===== config.mk =====
export PLATFORM = sky130hd
export DESIGN_NAME = sr_entry_cfg
export DESIGN_NICKNAME = d
export VERILOG_FILES = /design/src/rtl/sr_entry_pkg.sv /design/src/rtl/sr_wake_bucket.sv /design/src/rtl/sr_cfg_pack.sv /design/src/rtl/sr_idle_counter.sv /design/src/rtl/sr_entry_cfg.sv
export SDC_FILE = /design/constraint.sdc
export NUM_CORES = 1
export LEC_CHECK = 0
export BUFFER_PORTS_ARGS = -buffer_cell sky130_fd_sc_hd__buf_4
export CORE_ASPECT_RATIO = 0.75
export CORE_UTILIZATION = 43
export DETAILED_ROUTE_END_ITERATION = 16
export PLACE_DENSITY = 0.86
export SYNTH_ARGS = -nofsm -noshare
export SYNTH_HDL_FRONTEND = slang
export SYNTH_SLANG_ARGS = --single-unit

===== constraint.sdc =====
create_clock -name clk -period 1.67 [get_ports clk]
set_input_delay 0.2505 -clock clk [delete_from_list [all_inputs] [get_ports clk]]
set_output_delay 0.2505 -clock clk [all_outputs]
set_load 0.03 [all_outputs]

===== src/rtl/sr_entry_pkg.sv =====
package sr_entry_pkg;

  typedef enum logic [1:0] {
    WAKE_MIN  = 2'd0,
    WAKE_100  = 2'd1,
    WAKE_500  = 2'd2,
    WAKE_2500 = 2'd3
  } wake_code_e;

  localparam int SLEEP_W = 5;
  localparam logic [SLEEP_W-1:0] SLEEP_MAX = 5'h1F;

  localparam int WAKE_HI  = 5;
  localparam int WAKE_MID = 1;
  localparam int WAKE_LO  = 0;

endpackage


===== src/rtl/sr_wake_bucket.sv =====
module sr_wake_bucket
  import sr_entry_pkg::*;
#(
  parameter int WAKE_W = 4
) (
  input  logic [WAKE_W-1:0] wake_val,
  output wake_code_e        code
);

  always_comb begin
    if (wake_val > WAKE_W'(WAKE_HI))
      code = WAKE_2500;
    else if (wake_val > WAKE_W'(WAKE_MID))
      code = WAKE_500;
    else if (wake_val > WAKE_W'(WAKE_LO))
      code = WAKE_100;
    else
      code = WAKE_MIN;
  end

endmodule


===== src/rtl/sr_cfg_pack.sv =====
module sr_cfg_pack
  import sr_entry_pkg::*;
#(
  parameter int IDLE_W = 4,
  parameter int WAKE_W = 4,
  parameter int DIM_W  = 12,
  parameter int MAX_W  = 3200,
  parameter int MAX_H  = 2000,
  localparam int THR_W  = IDLE_W + 1,
  localparam int CTL_W  = SLEEP_W + THR_W + 2 + 2 + 1,
  localparam int DEEP_W = 4
) (
  input  logic              clk,
  input  logic              rst,
  input  logic              en,
  input  logic [IDLE_W-1:0] idle_frames,
  input  logic [WAKE_W-1:0] tp1_wake,
  input  logic [WAKE_W-1:0] tp23_wake,
  input  logic              hbr2_ok,
  input  logic              sink_tps3,
  input  logic              deep_cap,
  input  logic [DIM_W-1:0]  src_width,
  input  logic [DIM_W-1:0]  src_height,
  output logic [CTL_W-1:0]  ctl_q,
  output logic [DEEP_W-1:0] deep_q,
  output logic [THR_W-1:0]  thr_q
);

  logic [WAKE_W-1:0] wake_in [2];
  wake_code_e        wake_cd [2];

  assign wake_in[0] = tp1_wake;
  assign wake_in[1] = tp23_wake;

  for (genvar g = 0; g < 2; g++) begin : g_bucket
    sr_wake_bucket #(.WAKE_W(WAKE_W)) u_bucket (
      .wake_val (wake_in[g]),
      .code     (wake_cd[g])
    );
  end

  logic [THR_W-1:0]  thr_next;
  logic              pat_sel;
  logic              dims_ok;
  logic              deep_on;
  logic [CTL_W-1:0]  ctl_next;
  logic [DEEP_W-1:0] deep_next;

  always_comb begin
    thr_next  = THR_W'(idle_frames) + THR_W'(1);
    pat_sel   = hbr2_ok & sink_tps3;
    dims_ok   = (32'(src_width) <= MAX_W) && (32'(src_height) <= MAX_H);
    deep_on   = deep_cap & dims_ok;
    ctl_next  = {pat_sel, wake_cd[1], wake_cd[0], thr_next, SLEEP_MAX};
    deep_next = {wake_cd[1], deep_on, deep_on};
  end

  always_ff @(posedge clk) begin
    if (rst) begin
      ctl_q  <= '0;
      deep_q <= '0;
      thr_q  <= '0;
    end else if (!en) begin
      ctl_q  <= ctl_next;
      deep_q <= deep_next;
      thr_q  <= thr_next;
    end
  end

endmodule


===== src/rtl/sr_idle_counter.sv =====
module sr_idle_counter #(
  parameter int THR_W = 5
) (
  input  logic             clk,
  input  logic             rst,
  input  logic             en,
  input  logic [THR_W-1:0] thr,
  input  logic             frame_start,
  input  logic             frame_update,
  output logic             req
);

  logic [THR_W-1:0] cnt;
  logic             at_thr;
  logic             advance;
  logic             hit;

  always_comb begin
    at_thr  = (cnt == thr);
    advance = en && frame_start && !frame_update && !at_thr;
    hit     = advance && ((cnt + THR_W'(1)) == thr);
  end

  always_ff @(posedge clk) begin
    if (rst) begin
      cnt <= '0;
      req <= 1'b0;
    end else begin
      req <= hit;
      if (!en || frame_update)
        cnt <= '0;
      else if (advance)
        cnt <= cnt + THR_W'(1);
    end
  end

endmodule


===== src/rtl/sr_entry_cfg.sv =====
module sr_entry_cfg #(
  parameter int IDLE_W = 4,
  parameter int WAKE_W = 4,
  parameter int DIM_W  = 12,
  parameter int MAX_W  = 3200,
  parameter int MAX_H  = 2000,
  localparam int THR_W  = IDLE_W + 1,
  localparam int CTL_W  = 5 + THR_W + 2 + 2 + 1,
  localparam int DEEP_W = 4
) (
  input  logic              clk,
  input  logic              rst,
  input  logic              en,
  input  logic [IDLE_W-1:0] idle_frames,
  input  logic [WAKE_W-1:0] tp1_wake,
  input  logic [WAKE_W-1:0] tp23_wake,
  input  logic              hbr2_ok,
  input  logic              sink_tps3,
  input  logic              deep_cap,
  input  logic [DIM_W-1:0]  src_width,
  input  logic [DIM_W-1:0]  src_height,
  input  logic              frame_start,
  input  logic              frame_update,
  output logic [CTL_W-1:0]  ctl_word,
  output logic [DEEP_W-1:0] deep_word,
  output logic              entry_req
);

  logic [THR_W-1:0] thr;

  sr_cfg_pack #(
    .IDLE_W (IDLE_W),
    .WAKE_W (WAKE_W),
    .DIM_W  (DIM_W),
    .MAX_W  (MAX_W),
    .MAX_H  (MAX_H)
  ) u_pack (
    .clk         (clk),
    .rst         (rst),
    .en          (en),
    .idle_frames (idle_frames),
    .tp1_wake    (tp1_wake),
    .tp23_wake   (tp23_wake),
    .hbr2_ok     (hbr2_ok),
    .sink_tps3   (sink_tps3),
    .deep_cap    (deep_cap),
    .src_width   (src_width),
    .src_height  (src_height),
    .ctl_q       (ctl_word),
    .deep_q      (deep_word),
    .thr_q       (thr)
  );

  sr_idle_counter #(.THR_W(THR_W)) u_idle (
    .clk          (clk),
    .rst          (rst),
    .en           (en),
    .thr          (thr),
    .frame_start  (frame_start),
    .frame_update (frame_update),
    .req          (entry_req)
  );

endmodule


==> results of run 1 <==
power breakdown:
| part | total (µW) | switching [µW] | internal [µW] |
|---|---|---|---|
| registers | 465 | 17.8 | 447 |
| clock network | 277 | 143 | 133 |
| logic | 285 | 142 | 143 |
sequential cells by signal, summed over array words and instances (netlist names):
name and cells:
u_idle.req 1, u_pack.thr_q 4, u_pack.ctl_q 6, u_idle.cnt 5, u_pack.deep_q 2
worst register-to-register path: cells and delay by family, from the launching register on:
family                   cells  cell delay [ns]
AO/OA/AOI/OAI                2             0.43
adder cells (fa/ha/maj)      1             0.24
flip-flops                   1             0.36
AND/OR/NAND/NOR              2             0.30
layer usage:
metal | wire [µm] | GRT usage | vias up
met5 | 0 | 0 | -
met3 | 244 | 0.0625 | 6
li1 | - | - | 554
met2 | 1240 | 0.402 | 50
met4 | 55 | 0.0837 | 0
met1 | 1110 | 0.226 | 493
path summary, 6_finish.rpt:
path	slack, ns	to
setup reg to reg	0.24	u_idle.req$_SDFF_PP0_
setup / recovery	0.24	u_idle.req$_SDFF_PP0_
hold / removal	0.21	u_pack.ctl_q[4]$_SDFFE_PP0N_
hold reg to reg	0.51	u_pack.ctl_q[11]$_SDFFE_PP0N_
logic make-up (layout without fill, tap and decap cells):
family          after synthesis  in the layout  share of synthesized area
simple gates                 52             52                      0.246
fa+ha+maj                     2              2                     0.0232
compound gates               22             22                      0.183
flops                        18             18                      0.334
mux                           6              6                     0.0557
buf+inv                      15             70                     0.0777
xor+xnor                      9              9                     0.0801
cells in the final DEF, fill, tap and decap left out, types with 2 or more instances in the layout:
cell type	netlist	final
ha_1	2	2
nand2_1	8	8
nor3b_1	3	3
buf_4	7	64
mux2i_1	6	6
xnor2_1	7	7
inv_1	2	2
nor2b_1	2	2
nor2_1	16	16
dfxtp_1	18	18
nand3_1	4	4
a2111oi_0	2	2
o211ai_1	2	2
nor3_1	7	7
a21oi_1	7	7
clkbuf_4	0	3
nand2b_1	5	5
area by class of cell:
class / instances / share of cell area
sequential: 18 / 0.231
multi-input combinational: 91 / 0.406
tap: 34 / 0.0272
inverter: 2 / 0.00481
timing repair buffer: 64 / 0.308
clock buffer: 4 / 0.0232
through the flow:
step | util | std cells
after floorplan | - | 124
after detailed placement | 0.655 | 209
after global placement | 0.655 | 209
after CTS | 0.671 | 213
after global routing | 0.671 | 213
final | 0.671 | 213
==> results.ini, run 1 <==
[sta]
final-hold-violation-count = 0
fin_crit_sh = 0.857
worst_pin_slew_ns = 0.690
slew_headroom = 0.537
finClkSkew_ns = 0.000654
fmax_mhz = 698
worst_slack_ns = 0.238
setup_violations = 0
min_period_ns = 1.43
slew_violations = 0
hold_ws_ns = 0.211
rsz0062_at_grt = no
fin_tns_setup_ns = 0

[clock_network]
clock_path_buffers = 2
cts-resized-gates = 0
cts-root-buf = clkbuf_4
cts_hold_buf = 0
clkTransAtPathRegs_ns = 0.10
clock_latency_ns = 0.30
cts_buffers = 3
tritoncts = built
cts.sinks = 18
htree_levels = 1
post_cts_buffers = 0

[yosys]
async_flop_share = 0
syn-cell-area_um2 = 1080
dominantRegCellSynth = dfxtp_1
syn_inst = 124
ys_seq_area_frac = 0.334
avgSynthCellArea_um2 = 8.70
yosys_register_bits = 18
yosys.area.top_type_share = 0.334
synth_area_leaders = dfxtp_1, xnor2_1, mux2i_1
synthTopCellsByCount = dfxtp_1, nor2_1, nand2_1
yosys.area.top_type = dfxtp_1
synth_edf_count = 0
synth_cell_types = 38
post-synth-top-count-cell = dfxtp_1
synth_fp_nets = 170
yosysWarnings = 0

[power_and_ir_drop]
power_per_cell_area_nw_per_um2 = 657
power_leakage_uw = 0.000663
ir_worst_vdd_uv = 462
power.total_uw = 1030

[floorplan]
die_w_um = 59.8
core_area_um2 = 2330
pin_count = 64
dieArea_um2 = 2710
die_h_um = 45.4
num_rows = 15
start_util = 0.463

[finish]
regArea_um2 = 360
final_cell_area_um2 = 1560
synthToLayoutAreaGrowth_pct = 44.8
nets = 226
drive_above_1_share = 0.408
num_antenna_cells = 0
multi_input_area_um2 = 634
n_fill_cell = 224

[critical_path]
critPathTopFamily = compound AO/OA/AOI/OAI gates
critPathBufInv = 0
path_class = reg2reg
r2r_start = u_idle.cnt[0]$_SDFFE_PP0P_
crit_fanout = 5
crit_path_end_kind = register
r2r_cells = 5
crit_cells = 5
critical_path_required_ns = 1.88
arrival_ns = 1.64
path_cells = ha_1 -> nand2b_1 -> and2_0 -> o211a_1 -> o2111a_1
cp-start-kind = register
worst_path_max_delay_cell = dfxtp_1
cpPeakStageDelay_ns = 0.36
startpoint = u_idle.cnt[0]$_SDFFE_PP0P_

[job]
max_cap_viol_count = 0

[placement]
io_buffers = 63
hpwl_um = 2150
postPlaceCellArea_um2 = 1530
place_congestion = 0.953
place_ws_ns = 0.214

[min_path]
min_path_cells = 2
hp-class = in2reg
min_from = rst

[run_status]
status = completed

[drt]
detail-route-antenna-nets = 0
wl_per_cell_um = 12.5
first_pass_iters = 4
vias = 1103
route.detailed.drc = 0
wl_um = 2660
vias_per_cell = 5.18
dr.first_iter.drc_count = 20

[global_routing]
grt_pass1_wl_um = 4250
grt_use_total = 0.214
antenna_found_initial = 0
grt_pass1_vias = 1048
grt_max_degree = 26
grt_overflow = 0

(Power assumes the default switching activity.)
==> run 2: changes to the inputs <==
CORE_UTILIZATION = 44   (was 43)
CTS_BUF_LIST = sky130_fd_sc_hd__clkbuf_2   (was not set)
PLACE_DENSITY = 0.88   (was 0.86)
clock period = 1.55 ns   (was 1.67 ns; I/O delays follow)
==> run 2 against run 1 <==
Against the previous run: clock power down 27%; non-clock buffer count up 2; register-to-register slack worse by 0.17 ns; via count about the same; clock skew up 0.0058 ns; global-route usage down 0.094 points; critical path depth down 1; utilization up 0.44 points; die area down 2.2%; design area down 0.16%; maximum frequency down 3.2%; flip-flop and latch count unchanged; largest cell class unchanged.
==> results.ini, run 2 (same netlist as run 1, synthesis figures left out) <==
[critical_path]
cpPeakStageDelay_ns = 0.46  ; +0.10 ns
crit_path_end_kind = register
cp-start-kind = register
path_class = reg2reg
arrival_ns = 1.73  ; +0.09 ns
critPathTopFamily = flip-flops
path_cells = xnor2_1 -> and4_4 -> a2111oi_4 -> mux2i_1
worst_path_max_delay_cell = dfxtp_1
critPathBufInv = 0  ; unchanged
reg2reg_slack_ns = 0.07  ; -0.17 ns
crit_fanout = 5  ; unchanged
critical_path_required_ns = 1.80  ; -0.08 ns

[global_routing]
antenna_found_initial = 0  ; unchanged
grt_pass1_wl_um = 4200  ; -1.1%
grt_max_degree = 15  ; -42%
grt_use_total = 0.213  ; -0.000937
grt_overflow = 0  ; unchanged
grt_pass1_vias = 1009  ; -3.7%

[drt]
first_pass_iters = 4  ; unchanged
detail-route-antenna-nets = 0  ; unchanged
dr.first_iter.drc_count = 43  ; +110%
wl_per_cell_um = 12.7  ; +2.3%
wl_um = 2740  ; +3.2%
vias_per_cell = 5.13  ; -1.0%
vias = 1102  ; -0.091%
route.detailed.drc = 0  ; unchanged

[clock_network]
cts_buffers = 3  ; unchanged
post_cts_buffers = 0  ; unchanged
tritoncts = built
clkTransAtPathRegs_ns = 0.17  ; +0.07 ns
cts.sinks = 18  ; unchanged
clock_path_buffers = 2  ; unchanged
cts_hold_buf = 0  ; unchanged
clock_latency_ns = 0.30  ; about the same
cts-root-buf = clkbuf_2
cts-resized-gates = 0  ; unchanged
htree_levels = 1  ; unchanged

[sta]
finClkSkew_ns = 0.00649  ; +0.00584 ns
setup_violations = 0  ; unchanged
worst_pin_slew_ns = 0.691  ; +0.00106 ns
min_period_ns = 1.48  ; +0.0475 ns
fin_tns_setup_ns = 0  ; unchanged
slew_violations = 0  ; unchanged
final-hold-violation-count = 0  ; unchanged
fin_crit_sh = 0.955  ; +0.0970
slew_headroom = 0.536  ; -0.000715
rsz0062_at_grt = no
hold_ws_ns = 0.190  ; -0.0209 ns
fmax_mhz = 676  ; -3.2%

[placement]
io_buffers = 63  ; unchanged
hpwl_um = 2240  ; +3.9%
place_congestion = 0.926  ; -2.9%
postPlaceCellArea_um2 = 1540  ; +0.98%

[finish]
final_common_cell = buf_4
drive_above_1_share = 0.409  ; +0.00102
nets = 228  ; +0.88%
num_antenna_cells = 0  ; unchanged
regMostFlops = u_pack.ctl_q
largest_reg_flops = 6  ; unchanged
layout_common_cells = buf_4, dfxtp_1, nor2_1, nand2_1
reg.largest.list = u_pack.ctl_q x6, u_idle.cnt x5, u_pack.thr_q x4
final_cell_area_um2 = 1560  ; -0.16%
synthToLayoutAreaGrowth_pct = 44.5

[floorplan]
die_h_um = 44.9  ; -1.1%
core_area_um2 = 2310  ; -0.81%
start_util = 0.467  ; +0.00377
num_rows = 15  ; unchanged
die_w_um = 59.2  ; -1.1%
dieArea_um2 = 2660  ; -2.2%
pin_count = 64  ; unchanged

[min_path]
hp-class = in2reg

[power_and_ir_drop]
power_per_cell_area_nw_per_um2 = 650  ; -1.1%
power.total_uw = 1010  ; -1.3%
ir_worst_vdd_uv = 614  ; +33%
power_leakage_uw = 0.000666  ; +0.50%

[job]
max_cap_viol_count = 0  ; unchanged

[run_status]
status = completed

[run 2: final timing paths]
kind	endpoint	from	cells after the start
hold / removal	u_pack.ctl_q[4]$_SDFFE_PP0N_	rst	2
setup / recovery	u_idle.cnt[4]$_SDFFE_PP0P_	u_idle.cnt[3]$_SDFFE_PP0P_	4
setup reg to reg	u_idle.cnt[4]$_SDFFE_PP0P_	u_idle.cnt[3]$_SDFFE_PP0P_	4
hold reg to reg	u_pack.ctl_q[10]$_SDFFE_PP0N_	u_pack.ctl_q[10]$_SDFFE_PP0N_	2
[run 2: cell type report]
| type | instances | area, µm² |
|---|---|---|
| Tap cell | 34 | 42.5 |
| Inverter | 2 | 7.51 |
| Sequential cell | 18 | 360 |
| Clock inverter | 1 | 3.75 |
| Multi-Input combinational cell | 91 | 634 |
| Fill cell | 197 | 749 |
| Clock buffer | 3 | 15.0 |
| Timing Repair Buffer | 66 | 495 |
[run 2: power by group]
group          internal [µW]  total (µW)  switching, µW
clock                   56.1         201            145
combinational            156         311            155
sequential               482         501           18.7
total                    694        1010            319
[run 2: layer usage]
metal | global-route usage | share of wire
met2 | 0.398 | 0.52
met3 | 0.0659 | 0.051
met5 | 0 | 0
met1 | 0.247 | 0.43
met4 | 0.0286 | 0.0033
[run 2: worst register-to-register path: stages (launching register included)]
cell and delay, ns:
dfxtp_1 0.46, xnor2_1 0.15, and4_4 0.23, a2111oi_4 0.36, mux2i_1 0.22
[run 2: metrics by stage]
step / utilization / cells / setup WS (ns)
after floorplan: - / 124 / 0.0674
after global placement: 0.667 / 211 / 0.176
after detailed placement: 0.667 / 211 / 0.0957
after CTS: 0.675 / 215 / 0.0819
after global routing: 0.675 / 215 / 0.00917
final: 0.675 / 215 / 0.0705
